<file path="src/rtl/coh_dir_pkg.sv">
package coh_dir_pkg;
   typedef enum logic [1:0] {
      OP_READ  = 2'd0,
      OP_WRITE = 2'd1,
      OP_WBACK = 2'd2
   } op_e;

   typedef enum logic [1:0] {
      LS_UNUSED = 2'd0,
      LS_SHARED = 2'd1,
      LS_EXCL   = 2'd2
   } lstate_e;

   typedef enum logic [2:0] {
      MK_NONE  = 3'd0,
      MK_DATA  = 3'd1,
      MK_SHARE = 3'd2,
      MK_FWD   = 3'd3,
      MK_INVAL = 3'd4
   } mkind_e;
endpackage

</file>
<file path="src/rtl/coh_dir_array.sv">
module coh_dir_array
   import coh_dir_pkg::*;
#(
   parameter int LINES  = 16,
   parameter int NPTR   = 4,
   parameter int NODE_W = 4,
   parameter int DW     = 8,
   parameter int LINE_W = $clog2(LINES),
   parameter int CNT_W  = $clog2(NPTR + 1)
) (
   input  logic                         clk,
   input  logic                         rst_n,
   input  logic [LINE_W-1:0]            rd_line,
   output lstate_e                      rd_st,
   output logic                         rd_dirty,
   output logic                         rd_ovf,
   output logic [CNT_W-1:0]             rd_cnt,
   output logic [NPTR-1:0][NODE_W-1:0]  rd_ptrs,
   output logic [DW-1:0]                rd_val,
   input  logic                         we,
   input  lstate_e                      wr_st,
   input  logic                         wr_dirty,
   input  logic                         wr_ovf,
   input  logic [CNT_W-1:0]             wr_cnt,
   input  logic [NPTR-1:0][NODE_W-1:0]  wr_ptrs,
   input  logic [DW-1:0]                wr_val
);
   lstate_e                     st_q    [LINES];
   logic                        dirty_q [LINES];
   logic                        ovf_q   [LINES];
   logic [CNT_W-1:0]            cnt_q   [LINES];
   logic [NPTR-1:0][NODE_W-1:0] ptrs_q  [LINES];
   logic [DW-1:0]               val_q   [LINES];

   for (genvar g = 0; g < LINES; g++) begin : g_entry
      always_ff @(posedge clk) begin
         if (!rst_n) begin
            st_q[g]    <= LS_UNUSED;
            dirty_q[g] <= 1'b0;
            ovf_q[g]   <= 1'b0;
            cnt_q[g]   <= '0;
            ptrs_q[g]  <= '0;
            val_q[g]   <= '0;
         end else if (we && (rd_line == LINE_W'(g))) begin
            st_q[g]    <= wr_st;
            dirty_q[g] <= wr_dirty;
            ovf_q[g]   <= wr_ovf;
            cnt_q[g]   <= wr_cnt;
            ptrs_q[g]  <= wr_ptrs;
            val_q[g]   <= wr_val;
         end
      end
   end

   assign rd_st    = st_q[rd_line];
   assign rd_dirty = dirty_q[rd_line];
   assign rd_ovf   = ovf_q[rd_line];
   assign rd_cnt   = cnt_q[rd_line];
   assign rd_ptrs  = ptrs_q[rd_line];
   assign rd_val   = val_q[rd_line];

   AST_CNT_BOUND: assert property (@(posedge clk) disable iff (!rst_n)
      we |-> (wr_cnt <= CNT_W'(NPTR)));
   AST_EXCL_ONE_PTR: assert property (@(posedge clk) disable iff (!rst_n)
      (we && wr_st == LS_EXCL) |-> (wr_cnt == CNT_W'(1)));
endmodule

</file>
<file path="src/rtl/coh_dir_policy.sv">
module coh_dir_policy
   import coh_dir_pkg::*;
#(
   parameter int NPTR   = 4,
   parameter int NODE_W = 4,
   parameter int DW     = 8,
   parameter int CNT_W  = $clog2(NPTR + 1)
) (
   input  op_e                          op,
   input  logic [NODE_W-1:0]            node,
   input  logic [DW-1:0]                wdata,
   input  lstate_e                      cur_st,
   input  logic                         cur_dirty,
   input  logic                         cur_ovf,
   input  logic [CNT_W-1:0]             cur_cnt,
   input  logic [NPTR-1:0][NODE_W-1:0]  cur_ptrs,
   input  logic [DW-1:0]                cur_val,
   output logic                         upd,
   output lstate_e                      nxt_st,
   output logic                         nxt_dirty,
   output logic                         nxt_ovf,
   output logic [CNT_W-1:0]             nxt_cnt,
   output logic [NPTR-1:0][NODE_W-1:0]  nxt_ptrs,
   output logic [DW-1:0]                nxt_val,
   output logic [NPTR-1:0]              msk,
   output mkind_e                       pkind,
   output logic                         reply,
   output logic                         trap_req
);
   logic [NPTR-1:0] held;
   logic            dup;

   always_comb begin
      dup = 1'b0;
      for (int i = 0; i < NPTR; i++) begin
         held[i] = (CNT_W'(i) < cur_cnt);
         if (held[i] && cur_ptrs[i] == node) dup = 1'b1;
      end
   end

   always_comb begin
      upd       = 1'b0;
      nxt_st    = cur_st;
      nxt_dirty = cur_dirty;
      nxt_ovf   = cur_ovf;
      nxt_cnt   = cur_cnt;
      nxt_ptrs  = cur_ptrs;
      nxt_val   = cur_val;
      msk       = '0;
      pkind     = MK_NONE;
      reply     = 1'b0;
      trap_req  = 1'b0;
      case (op)
         OP_READ: begin
            if (cur_st == LS_UNUSED) begin
               upd         = 1'b1;
               reply       = 1'b1;
               nxt_st      = LS_EXCL;
               nxt_dirty   = 1'b0;
               nxt_ovf     = 1'b0;
               nxt_cnt     = CNT_W'(1);
               nxt_ptrs    = '0;
               nxt_ptrs[0] = node;
            end else if (cur_st == LS_EXCL && cur_dirty) begin
               msk[0] = 1'b1;
               pkind  = MK_FWD;
            end else begin
               reply = 1'b1;
               if (!dup) begin
                  upd = 1'b1;
                  if (cur_st == LS_EXCL) begin
                     msk[0] = 1'b1;
                     pkind  = MK_SHARE;
                     nxt_st = LS_SHARED;
                  end
                  if (cur_cnt < CNT_W'(NPTR)) begin
                     nxt_cnt = cur_cnt + CNT_W'(1);
                     for (int i = 0; i < NPTR; i++)
                        if (CNT_W'(i) == cur_cnt) nxt_ptrs[i] = node;
                  end else begin
                     nxt_ovf  = 1'b1;
                     trap_req = 1'b1;
                  end
               end
            end
         end
         OP_WRITE: begin
            for (int i = 0; i < NPTR; i++)
               msk[i] = held[i] && (cur_ptrs[i] != node);
            pkind       = MK_INVAL;
            trap_req    = cur_ovf;
            upd         = 1'b1;
            nxt_st      = LS_EXCL;
            nxt_dirty   = 1'b1;
            nxt_ovf     = 1'b0;
            nxt_cnt     = CNT_W'(1);
            nxt_ptrs    = '0;
            nxt_ptrs[0] = node;
         end
         OP_WBACK: begin
            if (cur_st == LS_EXCL && cur_ptrs[0] == node) begin
               upd       = 1'b1;
               nxt_val   = wdata;
               nxt_st    = LS_UNUSED;
               nxt_dirty = 1'b0;
               nxt_ovf   = 1'b0;
               nxt_cnt   = '0;
               nxt_ptrs  = '0;
            end
         end
         default: ;
      endcase
   end
endmodule

</file>
<file path="src/rtl/coh_dir_msgseq.sv">
module coh_dir_msgseq
   import coh_dir_pkg::*;
#(
   parameter int NPTR   = 4,
   parameter int NODE_W = 4,
   parameter int DW     = 8,
   parameter int LINE_W = 4
) (
   input  logic                         clk,
   input  logic                         rst_n,
   input  logic                         start,
   input  logic [NPTR-1:0]              ld_msk,
   input  mkind_e                       ld_kind,
   input  logic                         ld_reply,
   input  logic [NPTR-1:0][NODE_W-1:0]  ld_ptrs,
   input  logic [NODE_W-1:0]            ld_src,
   input  logic [LINE_W-1:0]            ld_line,
   input  logic [DW-1:0]                ld_val,
   input  logic                         msg_ready,
   output logic                         busy,
   output logic                         msg_valid,
   output mkind_e                       msg_kind,
   output logic [NODE_W-1:0]            msg_node,
   output logic [NODE_W-1:0]            msg_req_node,
   output logic [LINE_W-1:0]            msg_line,
   output logic [DW-1:0]                msg_data
);
   localparam int SEL_W = (NPTR > 1) ? $clog2(NPTR) : 1;

   logic [NPTR-1:0]             msk_q;
   mkind_e                      kind_q;
   logic                        reply_q;
   logic [NPTR-1:0][NODE_W-1:0] ptrs_q;
   logic [NODE_W-1:0]           src_q;
   logic [LINE_W-1:0]           line_q;
   logic [DW-1:0]               val_q;
   logic [SEL_W-1:0]            sel;
   logic                        found;

   always_comb begin
      sel   = '0;
      found = 1'b0;
      for (int i = 0; i < NPTR; i++) begin
         if (msk_q[i] && !found) begin
            sel   = SEL_W'(i);
            found = 1'b1;
         end
      end
   end

   assign busy         = (|msk_q) || reply_q;
   assign msg_valid    = busy;
   assign msg_kind     = found ? kind_q : (reply_q ? MK_DATA : MK_NONE);
   assign msg_node     = found ? ptrs_q[sel] : src_q;
   assign msg_req_node = src_q;
   assign msg_line     = line_q;
   assign msg_data     = (!found && reply_q) ? val_q : '0;

   always_ff @(posedge clk) begin
      if (!rst_n) begin
         msk_q   <= '0;
         kind_q  <= MK_NONE;
         reply_q <= 1'b0;
         ptrs_q  <= '0;
         src_q   <= '0;
         line_q  <= '0;
         val_q   <= '0;
      end else if (start) begin
         msk_q   <= ld_msk;
         kind_q  <= ld_kind;
         reply_q <= ld_reply;
         ptrs_q  <= ld_ptrs;
         src_q   <= ld_src;
         line_q  <= ld_line;
         val_q   <= ld_val;
      end else if (msg_valid && msg_ready) begin
         if (found) msk_q[sel] <= 1'b0;
         else       reply_q    <= 1'b0;
      end
   end

   AST_HOLD_UNDER_STALL: assert property (@(posedge clk) disable iff (!rst_n)
      (msg_valid && !msg_ready) |=> (msg_valid && $stable(msg_kind) && $stable(msg_node)));
   AST_INVAL_SKIPS_WRITER: assert property (@(posedge clk) disable iff (!rst_n)
      (msg_valid && msg_kind == MK_INVAL) |-> (msg_node != msg_req_node));
   AST_DATA_LAST: assert property (@(posedge clk) disable iff (!rst_n)
      (msg_valid && msg_ready && msg_kind == MK_DATA) |=> !msg_valid);
endmodule

</file>
<file path="src/rtl/coh_dir_ctrl.sv">
module coh_dir_ctrl
   import coh_dir_pkg::*;
#(
   parameter int LINES  = 16,
   parameter int NPTR   = 4,
   parameter int NODE_W = 4,
   parameter int DW     = 8,
   parameter int LINE_W = $clog2(LINES)
) (
   input  logic              clk,
   input  logic              rst_n,
   input  logic              req_valid,
   output logic              req_ready,
   input  logic [1:0]        req_op,
   input  logic [NODE_W-1:0] req_node,
   input  logic [LINE_W-1:0] req_line,
   input  logic [DW-1:0]     req_data,
   output logic              msg_valid,
   input  logic              msg_ready,
   output logic [2:0]        msg_kind,
   output logic [NODE_W-1:0] msg_node,
   output logic [NODE_W-1:0] msg_req_node,
   output logic [LINE_W-1:0] msg_line,
   output logic [DW-1:0]     msg_data,
   output logic              trap,
   output logic [NODE_W-1:0] trap_node,
   output logic [LINE_W-1:0] trap_line
);
   localparam int CNT_W = $clog2(NPTR + 1);

   if (LINES < 2 || (1 << LINE_W) != LINES) begin : g_bad_lines
      $error("LINES must be a power of two matching LINE_W");
   end
   if (NPTR < 2 || NPTR > (1 << NODE_W)) begin : g_bad_ptrs
      $error("NPTR must lie between 2 and the node count");
   end

   lstate_e                     cur_st, nxt_st;
   logic                        cur_dirty, cur_ovf, nxt_dirty, nxt_ovf;
   logic [CNT_W-1:0]            cur_cnt, nxt_cnt;
   logic [NPTR-1:0][NODE_W-1:0] cur_ptrs, nxt_ptrs;
   logic [DW-1:0]               cur_val, nxt_val;
   logic                        upd, reply, trap_req, busy, accept;
   logic [NPTR-1:0]             msk;
   mkind_e                      pkind, kind_out;

   assign req_ready = !busy;
   assign accept    = req_valid && !busy;
   assign msg_kind  = kind_out;

   coh_dir_array #(.LINES(LINES), .NPTR(NPTR), .NODE_W(NODE_W), .DW(DW),
                   .LINE_W(LINE_W), .CNT_W(CNT_W)) u_array (
      .clk(clk), .rst_n(rst_n), .rd_line(req_line),
      .rd_st(cur_st), .rd_dirty(cur_dirty), .rd_ovf(cur_ovf),
      .rd_cnt(cur_cnt), .rd_ptrs(cur_ptrs), .rd_val(cur_val),
      .we(accept && upd), .wr_st(nxt_st), .wr_dirty(nxt_dirty),
      .wr_ovf(nxt_ovf), .wr_cnt(nxt_cnt), .wr_ptrs(nxt_ptrs), .wr_val(nxt_val)
   );

   coh_dir_policy #(.NPTR(NPTR), .NODE_W(NODE_W), .DW(DW), .CNT_W(CNT_W)) u_policy (
      .op(op_e'(req_op)), .node(req_node), .wdata(req_data),
      .cur_st(cur_st), .cur_dirty(cur_dirty), .cur_ovf(cur_ovf),
      .cur_cnt(cur_cnt), .cur_ptrs(cur_ptrs), .cur_val(cur_val),
      .upd(upd), .nxt_st(nxt_st), .nxt_dirty(nxt_dirty), .nxt_ovf(nxt_ovf),
      .nxt_cnt(nxt_cnt), .nxt_ptrs(nxt_ptrs), .nxt_val(nxt_val),
      .msk(msk), .pkind(pkind), .reply(reply), .trap_req(trap_req)
   );

   coh_dir_msgseq #(.NPTR(NPTR), .NODE_W(NODE_W), .DW(DW), .LINE_W(LINE_W)) u_seq (
      .clk(clk), .rst_n(rst_n), .start(accept && ((|msk) || reply)),
      .ld_msk(msk), .ld_kind(pkind), .ld_reply(reply), .ld_ptrs(cur_ptrs),
      .ld_src(req_node), .ld_line(req_line), .ld_val(cur_val),
      .msg_ready(msg_ready), .busy(busy), .msg_valid(msg_valid),
      .msg_kind(kind_out), .msg_node(msg_node), .msg_req_node(msg_req_node),
      .msg_line(msg_line), .msg_data(msg_data)
   );

   always_ff @(posedge clk) begin
      if (!rst_n) begin
         trap      <= 1'b0;
         trap_node <= '0;
         trap_line <= '0;
      end else begin
         trap <= accept && trap_req;
         if (accept) begin
            trap_node <= req_node;
            trap_line <= req_line;
         end
      end
   end

   AST_TRAP_PULSE: assert property (@(posedge clk) disable iff (!rst_n)
      trap |=> !trap);
   AST_READ_ANSWERED: assert property (@(posedge clk) disable iff (!rst_n)
      (accept && req_op == 2'd0) |=> (msg_valid && !req_ready));
endmodule

</file>
<file path="config.mk">
export PLATFORM = sky130hd
export DESIGN_NAME = coh_dir_ctrl
export DESIGN_NICKNAME = d
export VERILOG_FILES = /design/src/rtl/coh_dir_pkg.sv /design/src/rtl/coh_dir_array.sv /design/src/rtl/coh_dir_policy.sv /design/src/rtl/coh_dir_msgseq.sv /design/src/rtl/coh_dir_ctrl.sv
export SDC_FILE = /design/constraint.sdc
export NUM_CORES = 1
export LEC_CHECK = 0
export CAP_MARGIN = 10
export CORE_MARGIN = 4
export CORE_UTILIZATION = 40
export CTS_BUF_LIST = sky130_fd_sc_hd__clkbuf_2 sky130_fd_sc_hd__clkbuf_4 sky130_fd_sc_hd__clkbuf_8
export DETAILED_ROUTE_END_ITERATION = 10
export HOLD_SLACK_MARGIN = 0.05
export PLACE_DENSITY_LB_ADDON = 0.05
export SYNTH_ARGS = -nofsm -noshare
export SYNTH_HDL_FRONTEND = slang
export SYNTH_SLANG_ARGS = --single-unit
</file>
<file path="constraint.sdc">
create_clock -name clk -period 8.45 [get_ports clk]
set_input_delay 0.845 -clock clk [delete_from_list [all_inputs] [get_ports clk]]
set_output_delay 0.845 -clock clk [all_outputs]
set_load 0.03 [all_outputs]
</file>
# [After elaboration in Yosys (flattened, before gate mapping)]
# Memories as Yosys holds them, arrays and structs flattened.
# Index checks and enable logic that the tools add are counted.
[totals] memories=6 ramBits=496 ff_bits=49 output_inout_bits=34
[mem_list] memory="u_array.ptrs_q" depth=16 word_bits=16 rd=1 rd_clocked_by_memory_dff=0 write_ports=16 line_no="coh_dir_array.sv:32" text="logic [NPTR-1:0][NODE_W-1:0] ptrs_q [LINES];"
[mem_list] memory="u_array.val_q" depth=16 word_bits=8 rd=1 rd_clocked_by_memory_dff=0 write_ports=16 line_no="coh_dir_array.sv:33" text="logic [DW-1:0] val_q [LINES];"
[mem_list] memory="u_array.cnt_q" depth=16 word_bits=3 rd=1 rd_clocked_by_memory_dff=0 write_ports=16 line_no="coh_dir_array.sv:31" text="logic [CNT_W-1:0] cnt_q [LINES];"
[mem_list] memory="u_array.st_q" depth=16 word_bits=2 rd=1 rd_clocked_by_memory_dff=0 write_ports=16 line_no="coh_dir_array.sv:28" text="lstate_e st_q [LINES];"
[mem_list] memory="u_array.dirty_q" depth=16 word_bits=1 rd=1 rd_clocked_by_memory_dff=0 write_ports=16 line_no="coh_dir_array.sv:29" text="logic dirty_q [LINES];"
[mem_list] memory="u_array.ovf_q" depth=16 word_bits=1 rd=1 rd_clocked_by_memory_dff=0 write_ports=16 line_no="coh_dir_array.sv:30" text="logic ovf_q [LINES];"
[classes] addsub=1 bitwise=98 magnitude_cmp=7 reduce_logical=53 eq_ne=30 n_mux=227
[op_table] cell="$mux W16" count=21
[op_table] cell="$mux W8" count=19
[op_table] cell="$mux W1" count=117
[op_table] cell="$or A1 B1 Y1" count=96
[op_table] cell="$mux W3" count=26
[op_table] cell="$mux W2" count=24
[op_table] cell="$pmux W16 S3" count=1
[op_table] cell="$logic_and A1 B1 Y1" count=36
[op_table] cell="$mux W4" count=9
[op_table] cell="$eq A4 B4 Y1 const B" count=8
[op_table] cell="$eq A4 B3 Y1 const B" count=4
[op_table] cell="$eq A4 B4 Y1" count=4
[op_table] cell="$ne A4 B4 Y1" count=4
[op_table] cell="$pmux W1 S3" count=3
[op_table] cell="$pmux W3 S3" count=1
[op_table] cell="$bmux W4 S2" count=1
[op_table] cell="$eq A4 B2 Y1 const B" count=2
[op_table] cell="$reduce_or A4 Y1" count=2
[op_table] cell="$eq A2 B3 Y1 const A" count=2
[op_table] cell="$lt A1 B3 Y1 const A" count=2
[op_table] cell="$lt A2 B3 Y1 const A" count=2
[op_table] cell="$pmux W2 S3" count=1
[op_table] cell="$pmux W3 S2" count=1
[op_table] cell="$logic_not A1 Y1" count=5
[op_table] cell="19 further kinds" count=25

# [Depth between registers and ports, before layout]
# Gate-level depths: netlist of run 1.
[depth] depth_word=19 mapped_depth=15 depth_no_buf=10

# [Modules after synthesis]
# Synthesis of run 1 repeated with hierarchy kept, for this count alone.
[hier_totals] hier_cells=1769 hier_area_um2=25529.5
[modules_own_cells] mod="coh_dir_array" cells_per_inst=1395 area_each_um2=22263.9 n_inst=1 seq_area_each_um2=14874.3
[modules_own_cells] mod="coh_dir_msgseq" cells_per_inst=195 area_each_um2=1879.3 n_inst=1 seq_area_each_um2=800.8
[modules_own_cells] mod="coh_dir_policy" cells_per_inst=136 area_each_um2=1024.7 n_inst=1 seq_area_each_um2=0.0
[modules_own_cells] mod="coh_dir_ctrl" cells_per_inst=43 area_each_um2=361.6 n_inst=1 seq_area_each_um2=180.2

# [Least setup slack after synthesis of run 1]
# Ideal clock, no wire load.
[synth_timing] path_type="input-to-reg" startpoint="input port req_line[1]" endpoint="memory u_array.cnt_q[10][0] in the netlist's numbering, enable pin" path_stages=12 slack_ns=2.334 arrival_ns=5.653 path_buffers=3 required_ns=7.988 cell_sequence="buf_6 buf_12 mux4_1 mux4_2 xnor2_1 and2_1 a31oi_1 o221ai_1 o21ai_0 buf_2 nand3_1 o21ai_0"
[synth_lines] item="from (decl)" line_no="coh_dir_ctrl.sv:16" text="input logic [LINE_W-1:0] req_line,"
[synth_lines] item="to (decl)" line_no="coh_dir_array.sv:31"

==> metrics.md, run 1 <==
| Metric | Value |
|---|---|
| Setup total negative slack | `0 ps` |
| GRT Overall Usage | `24.4%` |
| Area leader, netlist | `edfxtp_1` |
| Slew Limit Headroom | `15.6%` |
| Status | `completed` |
| Final Max Tran Viols | `0` |
| Mapped Nets | `1922` |
| Vias in the first global route | `16.2k` |
| VDD IR max | `0.102 mV` |
| Dpl hpwl | `48800 um` |
| Int Pwr | `4.59 mW` |
| Max Cap Viol | `0` |
| Vias | `16.4k` |
| Comb power frac | `12.1%` |
| PortBufs | `55` |
| R2R depth | `11` |
| Worst-Margin Slew | `1260 ps` |
| # fillers | `5620` |
| Critical path class | `primary input to flip-flop` |
| Clock Skew | `34.3 ps` |
| Total core area | `61700 um2` |
| Via density | `5.78` |
| Hold path cells | `2` |
| Die Ht | `258 um` |
| Avg WL per Cell | `28.6 um` |
| Fin. Hold Viols | `0` |
| Sequential Power Share | `49.4%` |
| GRT overflow | `0` |
| Worst Path Arrival | `6480 ps` |
| Unique masters post-synth | `75` |
| Startpoint types | `primary input` |
| Setup Viol. Count Final | `0` |
| RSZ-0062 raised after global routing | `no` |
| Drt pass-1 iters | `5` |
| Clock Path Buffers | `3` |
| Placed instance area | `26500 um2` |
| Synth top cells by count | `nor2_1, edfxtp_1, clkbuf_1` |
| Worst-path clk slew | `50 ps` |
| Antenna violations before repair | `2` |
| Routed WL | `81300 um` |
| Hold-fix buffers at CTS | `0` |
| Final routed DRC violation total | `0` |
| Yosys top cell area share | `59.4%` |
| Cell Area, Synth | `25000 um2` |
| Yosys warnings | `0` |
| DIE WIDTH | `258 um` |
| Reg2reg start | `u_array.cnt_q[7][1]` |
| Top cells by area, synth | `edfxtp_1, mux4_2, nor2_1` |
| Nets | `1954` |
| Hold wc startpoint | `u_seq.kind_q[1]` |
| Avg Cell Area, Syn | `13.2 um2` |
| Post-synthesis sequential area ratio | `63.5%` |
| I/O pin count | `56` |
| Tmin final | `6100 ps` |
| M2 GR Usage | `37.3%` |
| Predominant post-synthesis flop cell | `edfxtp_1` |
| Psw | `1.66 mW` |
| TritonCTS Sinks | `545` |
| Crit Reg-Reg Endpoint | `u_array.val_q[9][5]` |
| Period utilisation layout | `72.2%` |
| Sequential cell area | `15900 um2` |
| Root Buffer | `clkbuf_8` |
| Sw Ratio | `26.5%` |
| Max Fclk | `164 MHz` |
| FFs w/ async S/R, synth | `0%` |
| Fin area | `28400 um2` |
| Reg2Reg Setup Slack | `3070 ps` |
| Max FO, Critical Path | `64` |
| Multi-input gate area | `8610 um2` |
| Worst hold path class | `flip-flop to flip-flop` |
| Antenna-violating nets left | `0` |
| Fraction of layout cells with a size suffix above 1 | `20.0%` |
| First-pass GRT wire length | `118000 um` |
| Skew-Pair Late Insertion Delay | `690 ps` |
| Area grow syn2layout | `13.6%` |
| Worst Hold End | `u_seq.kind_q[1]` |
| Gpl congestion | `0.885` |
| CTS tree | `yes` |
| Most frequent cell after synthesis | `nor2_1` |
| Starting Density | `40.4%` |
| Yosys reg bits | `545` |
| Lkg Pwr | `9.78 nW` |
| M1 GR Usage | `35.8%` |
| Required time worst endpoint | `8830 ps` |
| Die area | `66400 um2` |
| # rows | `91` |
| Met3 GRT Util | `4.62%` |
| H-Tree Depth | `3` |
| Clock power frac | `38.6%` |
| Post-synth EDFFs | `494` |
| Cells after Synth | `1896` |
| PD cells | `220 nW/um2` |
| Largest net degree at the start of global routing | `70` |
| CTS resizes | `0` |
| GRT Max-Usage Layer | `met2` |
| Num CTS Buffers | `94` |
| Postcts setup bufs | `0` |
| Iter 0 DRT Violations | `1835` |
| Crit end category | `flip-flop` |
[routing by layer]
layer / share of wire [%] / vias to the layer above
met4: 2.4 / 2
li1: - / 7092
met3: 7.7 / 128
met2: 45 / 719
met1: 45 / 8484
met5: 0.014 / -
[critical path, stage by stage]
cell and delay, ps:
buf_6 500, buf_12 430, mux4_2 380, a22o_1 300, a221oi_2 500, inv_1 290, nor2_1 260, o221ai_1 160
buf_4 220, o21ai_2 600, nand3_1 490, o21ai_4 1040, buf_4 350
[flip-flops by register name, summed over array words and instances (netlist names), 4 cells and up]
signal              count
u_seq.msk_q             4
u_array.st_q           32
u_seq.msg_line          4
trap_line               4
u_array.val_q         128
trap_node               4
u_array.ptrs_q        256
u_array.cnt_q          48
u_seq.val_q             8
u_seq.ptrs_q           16
u_array.ovf_q          16
u_seq.msg_req_node      4
u_array.dirty_q        16
[cells in the final DEF (no fill, tap or decap), drive strengths merged, types with 4 or more instances in the layout]
master         synthesis  layout
mux4                 124     124
edfxtp               494     494
o211ai                 5       5
or2                    4       4
a22oi                  7       7
a21oi                 37      37
nor2                 537     537
xnor2                  9       9
buf                   53      54
nor3                  21      21
and3                  15      15
and2                   8       8
or3                    6       6
nand4                  9       9
dfxtp                 51      51
mux2                  19      19
o211a                  6       6
o21ai                 64      64
ha                     4       4
a211oi                 4       4
clkinv                 0      26
clkdlybuf4s50          0      50
o22ai                  8       8
nor2b                 12      12
a221o                  4       4
inv                   10      12
mux2i                 47      47
nor4                   9       9
a22o                  10      10
nand2b                 6       6
nand2                 86      86
a311oi                 4       4
clkbuf               115     139
o31ai                  8       8
nand3                 60      60
[per-stage QoR]
| stage | total power, mW | cells | utilization, % | hold slack, ps | setup WS (ps) |
|---|---|---|---|---|---|
| final | 6.24 | 2840 | 45.9 | 449 | 2350 |
| after global routing | 6.49 | 2840 | 45.9 | 470 | 2120 |
| after CTS | 6.30 | 2838 | 45.9 | 453 | 2480 |
| after detailed placement | 3.89 | 2668 | 42.9 | 445 | 1740 |
| after global placement | 3.89 | 2667 | 42.9 | 446 | 1740 |
| after floorplan | 3.59 | 1896 | - | 428 | 2330 |
[power groups by stage]
stage | sequential, mW | combinational (mW) | clock [mW]
final | 3.08 | 0.753 | 2.41
after global routing | 3.09 | 0.798 | 2.60
after CTS | 3.08 | 0.752 | 2.47
after detailed placement | 3.14 | 0.750 | 0
after global placement | 3.14 | 0.749 | 0
after floorplan | 3.14 | 0.448 | 0
[logic make-up after synthesis]
kind of cell               share of synthesized area (%)
DFF                                                 63.5
AOI/OAI and AO/OA                                   5.25
muxes                                               14.3
and+or+nand+nor                                     13.1
buffers and inverters                               3.29
adders and majority gates                          0.201
xor gates and xnor gates                           0.351
[final cells by class]
cell class,instances,area share (%)
antenna,1,0.00882
clock buffer,139,5.84
clock inverter,31,0.706
inverter,10,0.132
multi-input combinational,1173,30.4
sequential,545,55.9
tap,837,3.69
timing repair buffer,104,3.34
[worst max-delay path by stage]
| stage | from | end | cells past startpoint |
|---|---|---|---|
| 2_1_floorplan | req_line[1] | u_array.cnt_q[10][0] | 12 |
| 5_1_grt | req_line[1] | u_array.val_q[9][5] | 13 |
| 4_1_cts | req_line[0] | u_array.ptrs_q[14][1] | 12 |
| 3_5_place_dp | req_line[0] | u_array.val_q[9][5] | 12 |
| 6_report | req_line[1] | u_array.val_q[9][5] | 13 |
| 3_3_place_gp | req_line[1] | u_array.val_q[9][5] | 14 |
Power figures use the tool's default switching activity.
==> inputs of run 2 (changes only) <==
Clock period 8.45 ns to 6.3 ns, I/O delays scaled along.
==> run 2 against run 1 <==
Net effect:
- wire length is 1.8% higher
- die area unchanged
- hold slack better by 4.8 ps
- count of clock-buffer cells in the layout is 2 lower
- flip-flop and latch count unchanged
- worst setup slack lost 750 ps
- largest power group unchanged
==> metrics.md, run 2 (synthesis results as in run 1) <==
| Metric | Value |
|---|---|
| CTS tree | `yes` |
| Crit-path slowest cell | `mux4_2` |
| Nets | `2024 (+3.6%)` |
| Max Fclk | `213 MHz` |
| Largest net degree at the start of global routing | `57 (-19%)` |
| Starting Density | `40.4% (unchanged)` |
| CTS resizes | `0 (unchanged)` |
| I/O pin count | `56 (unchanged)` |
| Area grow syn2layout | `16.6%` |
| Comb power frac | `12.2% (about the same)` |
| Fin area | `29100 um2 (+2.6%)` |
| TritonCTS Sinks | `545 (unchanged)` |
| Total core area | `61700 um2 (unchanged)` |
| Sw Ratio | `25.8% (-0.67 points)` |
| Avg WL per Cell | `28.4 um (-0.66%)` |
| Vias | `16.6k (+0.88%)` |
| Iter 0 DRT Violations | `1766 (-3.8%)` |
| Fin Hold WS | `454 ps (+4.78 ps)` |
| GRT Overall Usage | `24.8% (+0.44 points)` |
| Setup Viol. Count Final | `0 (unchanged)` |
| VDD IR max | `0.141 mV (+39%)` |
| Clock Skew | `20.5 ps (-13.8 ps)` |
| Routed WL | `82700 um (+1.8%)` |
| PortBufs | `55 (unchanged)` |
| Final core occ | `47.2% (+1.2 points)` |
| Period utilisation layout | `74.6%` |
| Antenna-violating nets left | `0 (unchanged)` |
| First-pass GRT wire length | `119000 um (+1.1%)` |
| Final routed DRC violation total | `0 (unchanged)` |
| Commonest non-fill, non-tap cell in the layout | `nor2_1` |
| Tmin final | `4700 ps` |
| Max stage delay on crit path | `560 ps (-480 ps)` |
| Worst path cell trace | `buf_6, buf_12, mux4_2, a221o_1, inv_2, nand2_1, nor2_1, o221ai_1, o21ai_2, buf_4, a41oi_1, inv_2, buf_12` |
| Max reg flops | `256 (unchanged)` |
| Startpoint types | `primary input` |
| # rows | `91 (unchanged)` |
| H-Tree Depth | `3 (unchanged)` |
| Gpl congestion | `0.840 (-5.0%)` |
| Final std cells w/o fill | `2910 (+2.5%)` |
| Vias in the first global route | `16.7k (+3.0%)` |
| Placed instance count | `2739 (+2.7%)` |
| Fraction of layout cells with a size suffix above 1 | `22.3% (+2.3 points)` |
| PD cells | `293 nW/um2 (+33%)` |
| Via density | `5.69 (-1.5%)` |
| Worst-Margin Slew | `1160 ps (-104 ps)` |
| Required time worst endpoint | `6690 ps (-2140 ps)` |
| Die area | `66400 um2 (unchanged)` |
| Worst slack, placed | `873 ps (-869 ps)` |
| Hold-fix buffers at CTS | `0 (unchanged)` |
| Biggest regs | `u_array.ptrs_q (256), u_array.val_q (128), u_array.cnt_q (48)` |
| Placed instance area | `27100 um2 (+2.5%)` |
| RSZ-0062 raised after global routing | `no` |
| Num CTS Buffers | `94 (unchanged)` |
| Lkg Pwr | `10.3 nW (+4.9%)` |
| DIE WIDTH | `258 um (unchanged)` |
| Setup total negative slack | `0 ps (unchanged)` |
| Fin. Hold Viols | `0 (unchanged)` |
| Pwr Total | `8.53 mW (+37%)` |
| Worst Path Arrival | `5090 ps (-1390 ps)` |
| Hold wc startpoint | `trap_node[1]` |
| Most flops, register | `u_array.ptrs_q` |
| Worst setup startpoint | `req_line[0]` |
| Drt pass-1 iters | `6 (+1)` |
| Sequential Power Share | `48.4% (-1.0 points)` |
| Dpl hpwl | `51300 um (+4.9%)` |
| Die Ht | `258 um (unchanged)` |
| Max FO, Critical Path | `48 (-25%)` |
| Psw | `2.20 mW (+33%)` |
| Final Max Tran Viols | `0 (unchanged)` |
| GRT overflow | `0 (unchanged)` |
| Reg2reg start | `u_array.cnt_q[7][2]` |
| Worst-path clk slew | `60 ps (about the same)` |
| Antenna violations before repair | `3 (+1)` |
| Critical path class | `primary input to flip-flop` |
| Post-layout worst setup margin | `1600 ps (-750 ps)` |
| Root Buffer | `clkbuf_8` |
| Skew-Pair Late Insertion Delay | `700 ps (about the same)` |
| Crit end category | `flip-flop` |
| Worst hold path class | `flip-flop to flip-flop` |
| Clock Path Buffers | `3 (unchanged)` |
| Most frequent cells in the layout | `nor2_1, edfxtp_1, buf_4` |
| Int Pwr | `6.33 mW (+38%)` |
| Postcts setup bufs | `0 (unchanged)` |
| Clock power frac | `39.4% (+0.8 points)` |
| Slew Limit Headroom | `22.6% (+7.0 points)` |
| Status | `completed` |
| Max Cap Viol | `0 (unchanged)` |
==> run 2: path summary, 6_finish.rpt <==
path | endpoint | slack [ps] | cells after the start
setup reg to reg | u_array.val_q[8][0] | 1950 | 12
hold / removal | trap_node[1] | 450 | 2
hold reg to reg | trap_node[1] | 450 | 2
setup / recovery | u_array.val_q[8][0] | 1600 | 13
==> run 2: worst max-delay path: cells and delay by family <==
family                 cells  cell delay [ps]
multiplexers               1              560
AND/OR/NAND/NOR            2              420
AO/OA/AOI/OAI              4             1260
buffers and inverters      6             2170
==> run 2: power groups by stage <==
| stage | logic [mW] | registers (mW) | clock network [mW] |
|---|---|---|---|
| 2_1_floorplan | 0.600 | 4.21 | 0 |
| 3_3_place_gp | 1.03 | 4.20 | 0 |
| 3_5_place_dp | 1.03 | 4.21 | 0 |
| 4_1_cts | 1.04 | 4.13 | 3.44 |
| 5_1_grt | 1.10 | 4.14 | 3.62 |
| 6_report | 1.04 | 4.13 | 3.36 |
==> run 2: cell type report <==
cell class	count	area, um2
Antenna cell	1	2.50
Sequential cell	545	15900
Multi-Input combinational cell	1173	8540
Clock buffer	137	1670
Clock inverter	33	288
Tap cell	837	1050
Inverter	10	37.5
Timing Repair Buffer	174	1660
Fill cell	5559	32600
==> run 2: routing by layer <==
layer,wire length (um),up-vias,track usage (%)
li1,-,7226,-
met1,35800,8518,35.1
met2,38700,702,39.3
met3,6140,121,4.75
met4,2110,2,7.63
met5,19,-,0
